## src/rtl/nav_pkg.sv

```systemverilog
package nav_pkg;
  typedef enum logic [1:0] {
    FK_RTS   = 2'd0,
    FK_CTS   = 2'd1,
    FK_DATA  = 2'd2,
    FK_OTHER = 2'd3
  } frame_kind_e;
endpackage

```

## src/rtl/nav_vector_cnt.sv

```systemverilog
// Holds the vector; a frame can only lengthen it, the watchdog can wipe it.
module nav_vector_cnt #(
  parameter int DUR_W = 16
) (
  input  logic             clk,
  input  logic             rst,
  input  logic             load_en,
  input  logic [DUR_W-1:0] load_dur,
  input  logic             tick,
  input  logic             wipe,
  output logic [DUR_W-1:0] count,
  output logic             zero_hit
);
  localparam logic [DUR_W-1:0] ONE = DUR_W'(1);

  logic [DUR_W-1:0] nxt;

  always_comb begin
    nxt = count;
    if (load_en) begin
      if (load_dur > count) nxt = load_dur;
    end else if (wipe) begin
      nxt = '0;
    end else if (tick && count != '0) begin
      nxt = count - ONE;
    end
  end

  // natural expiry: only a plain tick from 1 counts
  assign zero_hit = !load_en && !wipe && tick && (count == ONE);

  always_ff @(posedge clk) begin
    if (rst) count <= '0;
    else     count <= nxt;
  end
endmodule

```

## src/rtl/nav_xchg_watchdog.sv

```systemverilog
// Counts ticks since the last qualifying frame while the vector runs.
module nav_xchg_watchdog #(
  parameter int WD_W = 16
) (
  input  logic            clk,
  input  logic            rst,
  input  logic            restart,
  input  logic            tick,
  input  logic            nav_zero,
  input  logic [WD_W-1:0] period,
  output logic            expire
);
  localparam logic [WD_W-1:0] ONE = WD_W'(1);

  logic            armed;
  logic [WD_W-1:0] left;
  logic            last;

  assign last   = (left <= ONE);
  assign expire = armed && !nav_zero && tick && !restart && last;

  always_ff @(posedge clk) begin
    if (rst) begin
      armed <= 1'b0;
      left  <= '0;
    end else if (restart) begin
      armed <= 1'b1;
      left  <= period;
    end else if (nav_zero) begin
      armed <= 1'b0;
    end else if (armed && tick) begin
      if (last) armed <= 1'b0;
      else      left  <= left - ONE;
    end
  end
endmodule

```

## src/rtl/nav_tx_gate.sv

```systemverilog
// Registers the one-cycle event outputs.
module nav_tx_gate (
  input  logic clk,
  input  logic rst,
  input  logic zero_hit,
  input  logic backoff_busy,
  input  logic expire,
  output logic tx_start,
  output logic xchg_timeout
);
  always_ff @(posedge clk) begin
    if (rst) begin
      tx_start     <= 1'b0;
      xchg_timeout <= 1'b0;
    end else begin
      tx_start     <= zero_hit && !backoff_busy;
      xchg_timeout <= expire;
    end
  end
endmodule

```

## src/rtl/nav_defer_timer.sv

```systemverilog
module nav_defer_timer #(
  parameter int DUR_W = 16,
  parameter int WD_W  = 16
) (
  input  logic             clk,
  input  logic             rst,
  input  logic             frm_valid,
  output logic             frm_ready,
  input  logic [1:0]       frm_kind,
  input  logic [DUR_W-1:0] frm_dur,
  input  logic             us_tick,
  input  logic             phy_busy,
  input  logic             backoff_busy,
  input  logic [WD_W-1:0]  wd_period,
  output logic [DUR_W-1:0] nav_count,
  output logic             defer,
  output logic             tx_start,
  output logic             xchg_timeout
);
  import nav_pkg::*;

  logic qualify;
  logic wd_expire;
  logic zero_hit;
  logic nav_zero;

  assign frm_ready = 1'b1;
  assign qualify   = frm_valid && frm_ready && (frm_kind != FK_OTHER);
  assign nav_zero  = (nav_count == '0);
  assign defer     = !nav_zero || phy_busy;

  nav_vector_cnt #(.DUR_W(DUR_W)) vec_i (
    .clk      (clk),
    .rst      (rst),
    .load_en  (qualify),
    .load_dur (frm_dur),
    .tick     (us_tick),
    .wipe     (wd_expire),
    .count    (nav_count),
    .zero_hit (zero_hit)
  );

  nav_xchg_watchdog #(.WD_W(WD_W)) wd_i (
    .clk      (clk),
    .rst      (rst),
    .restart  (qualify),
    .tick     (us_tick),
    .nav_zero (nav_zero),
    .period   (wd_period),
    .expire   (wd_expire)
  );

  nav_tx_gate gate_i (
    .clk          (clk),
    .rst          (rst),
    .zero_hit     (zero_hit),
    .backoff_busy (backoff_busy),
    .expire       (wd_expire),
    .tx_start     (tx_start),
    .xchg_timeout (xchg_timeout)
  );
endmodule

```

## config.mk

```make
export PLATFORM = sky130hd
export DESIGN_NAME = nav_defer_timer
export DESIGN_NICKNAME = d
export VERILOG_FILES = /design/src/rtl/nav_pkg.sv /design/src/rtl/nav_vector_cnt.sv /design/src/rtl/nav_xchg_watchdog.sv /design/src/rtl/nav_tx_gate.sv /design/src/rtl/nav_defer_timer.sv
export SDC_FILE = /design/constraint.sdc
export NUM_CORES = 1
export LEC_CHECK = 0
export BUFFER_PORTS_ARGS = -buffer_cell sky130_fd_sc_hd__buf_2
export CAP_MARGIN = 10
export CORE_ASPECT_RATIO = 0.8
export CORE_UTILIZATION = 55
export DETAILED_ROUTE_END_ITERATION = 7
export MAX_ROUTING_LAYER = met4
export PLACE_DENSITY = 0.81
export RECOVER_POWER = 25
export SLEW_MARGIN = 10
export SYNTH_ARGS = -nofsm -noshare
export SYNTH_HDL_FRONTEND = slang
export SYNTH_SLANG_ARGS = --single-unit
```

## constraint.sdc

```tcl
create_clock -name clk -period 3.1 [get_ports clk]
set_clock_uncertainty 0.2 [all_clocks]
set_input_delay 0.465 -clock clk [delete_from_list [all_inputs] [get_ports clk]]
set_output_delay 0.465 -clock clk [all_outputs]
set_load 0.05 [all_outputs]
```

==> flow_summary.ini <==
[finish]
fillers = 434
area_growth_pct = 18.76
fin_nets = 487
finish.utilization = 0.6834
layout-drive-gt1-share = 0.1986
fin_area_um2 = 3161
n_antenna_cell = 0
stdcell_count = 488

[placement]
hpwl_um = 5473
place_area_um2 = 3029
dp_cells = 479
place_ws_ps = -35.13
place_congestion = 0.8939
port_buffers = 58

[drt]
antenna_left = 0
drt-total-wl_um = 7863
drc = 0
wl_per_cell_um = 16.11
drt_iter0_markers = 396
dr.pass1.iters = 5
vias_per_cell = 6.357
via_count = 3102

[die]
chipWidth_um = 79.77
die_y_um = 64.22
coreArea_um2 = 4624
die_area_um2 = 5122
start_util = 0.5755
core.rowCount = 22
ioPinCount = 60

[synthesis]
synth_compound_area_frac = 0.3047
syn_area_per_cell_um2 = 7.212
yosysMostFrequentCell = nand2_1
synth_top_cells_by_area = dfxtp_1 26%, ha_1 9.4%, nand2_1 8.0%
ys_seq_elements = 35
synth_warnings = 0
synth_fa_ha_area_frac = 0.09403
yosysUniqueCellTypes = 50
postSynthCellCount = 369
synth.area.mux_share = 0
synth_ff_type = dfxtp_1
synth_nets = 429
synth_edf_count = 0
ys_seq_area_frac = 0.2633
synth_top_family_by_area = compound AO/OA/AOI/OAI gates
synth_common_cells = 57 x nand2_1, 39 x a21oi_1, 35 x dfxtp_1
synth_simple_gate_area_frac = 0.2727
synth_xor_area_frac = 0
yosysTopAreaCellShare = 0.2633
netlist_area_um2 = 2661
synth_top_area_cell = dfxtp_1
async_flop_share = 0

[hold_path]
whs_endpoint = wd_i.left[0]$_SDFFE_PP0P_
hp-class = in -> reg
worstHoldStart = wd_period[0]
holdPathStages = 3

[pwr]
total_leakage_power_nw = 1.290
power.density_nw_per_um2 = 638.1
ir_drop_uv = 321.7

[global_route]
grtUsageTotal = 0.3269
grt_pass1_vias = 2612
grt_pass1_wl_um = 12660
grt-ovfl-total = 0
antenna_found_initial = 0
grt_max_degree = 53

[cts]
cts_buffer_depth = 2
cts_root_buf = clkbuf_8
htree_num_levels = 2
clk_pin_slew_ps = 80
cts_num_sinks = 35
cts_hold_buf = 0
cts_tree = built
clock_latency_ps = 300
cts_buffers = 5

[timing]
min_period_ps = 3039
fin_setup_tns_ps = 0
finalSetupViolCount = 0
relSlewSlack = 0.5398
worstMarginPinSlew_ps = 690.3
max_freq_mhz = 329.1
rsz0062_at_grt = no
maxSlewViolCount = 0
finalCritPeriodShare = 0.9803
hold_violations = 0
worst_slack_ps = 61.03

[critical_path]
critical_path_class = reg -> out
reg2reg_to = vec_i.count[11]$_SDFFE_PP0P_
ff2ff_path_depth = 8
cp_data_required_time_ps = 2430
regToRegSetupSlack_ps = 110
cp_data_arrival_time_ps = 2370
timing.rr.start = vec_i.count[0]$_SDFFE_PP0P_
crit_path_start_kind = flop
cp_max_fo = 6
worst_setup_path_end_kind = primary output

[run]
maxCapViolCount = 0

[run_status]
run_status = complete, no violations
## sequential cells by signal, summed over array words and instances, names as in the netlist
name,count
gate_i.xchg_timeout,1
vec_i.count,16
gate_i.tx_start,1
wd_i.left,16
wd_i.armed,1
## how the worst max path moves through the flow
stage                                   to  depth (start not counted)  slack (ps)                   startpoint
2_1_floorplan                        defer                          5         130  vec_i.count[0]$_SDFFE_PP0P_
3_3_place_gp   vec_i.count[8]$_SDFFE_PP0P_                          8          30  vec_i.count[0]$_SDFFE_PP0P_
3_5_place_dp   vec_i.count[8]$_SDFFE_PP0P_                          8         -40  vec_i.count[0]$_SDFFE_PP0P_
4_1_cts                              defer                          6           2  vec_i.count[0]$_SDFFE_PP0P_
5_1_grt                              defer                          6           3  vec_i.count[0]$_SDFFE_PP0P_
6_report                             defer                          6          60  vec_i.count[0]$_SDFFE_PP0P_
## routing by layer
metal / routed length (µm) / vias up / GRT usage
met3: 869 / 25 / 0.06000
li1: - / 1480 / -
met2: 3300 / 213 / 0.4679
met5: 0 / - / -
met4: 187 / 0 / 0.1138
met1: 3505 / 1384 / 0.4578
## through the flow
step / power, W / hold slack [ps]
after detailed placement: 0.001535 / 268.8
after global routing: 0.002132 / 230.4
after CTS: 0.001988 / 215.3
final: 0.002017 / 214.8
after global placement: 0.001518 / 262.0
after floorplan: 0.001264 / 243.4
## repair_timing
action,CTS,global route
setup buffers,0,1
pin swaps,0,1
endpoints found under the setup margin,7,17
gates resized for setup,5,3
## cells by family (layout without fill, tap and decap cells)
| kind of cell | count (synthesis) | after routing |
|---|---|---|
| AO/OA/AOI/OAI | 122 | 122 |
| adder cells (fa/ha/maj) | 20 | 20 |
| buffers and inverters | 40 | 99 |
| flip-flops | 35 | 35 |
| other | 1 | 1 |
| AND/OR/NAND/NOR | 151 | 151 |
## layout make-up
cell class              instances  area [µm²]  area share
clock buffers                   6       82.58     0.02613
clock inverters                 2       35.03     0.01108
multi-input cells             294        1821      0.5760
flip-flops and latches         35       701.9      0.2221
well taps                      60       75.07     0.02375
repair buffers                 70       366.6      0.1160
inverters                      21       78.83     0.02494
## cell usage in the layout, fill, tap and decap left out, types with 4 or more instances in the layout
master    Yosys  layout
or4_1         6       6
o31ai_1       8       8
buf_2         1      44
clkbuf_8      0       6
nand4_1       5       5
or3_1         5       4
buf_4         1      13
nand2_1      57      57
ha_1         20      19
dfxtp_1      35      34
a211oi_1     10      10
o21ai_0      26      26
a32oi_1       5       5
inv_1        21      19
nor4_1        7       7
nor3_1       17      17
a21oi_1      39      39
clkbuf_1     15      13
nand3_1      14      14
and2_1        6       6
nor2_1       25      25
## power breakdown
part / switching, W / internal [W]
clock: 0.000183 / 0.000260
combinational: 0.000644 / 0.000346
sequential: 0.0000715 / 0.000511
total: 0.000899 / 0.00112
## critical path, stage by stage (launching register included)
cell	delay, ps
dfxtp_2	360
inv_2	90
ha_4	170
or4b_4	520
or3_4	430
or3_1	310
buf_4	190
(Power assumes the default switching activity.)
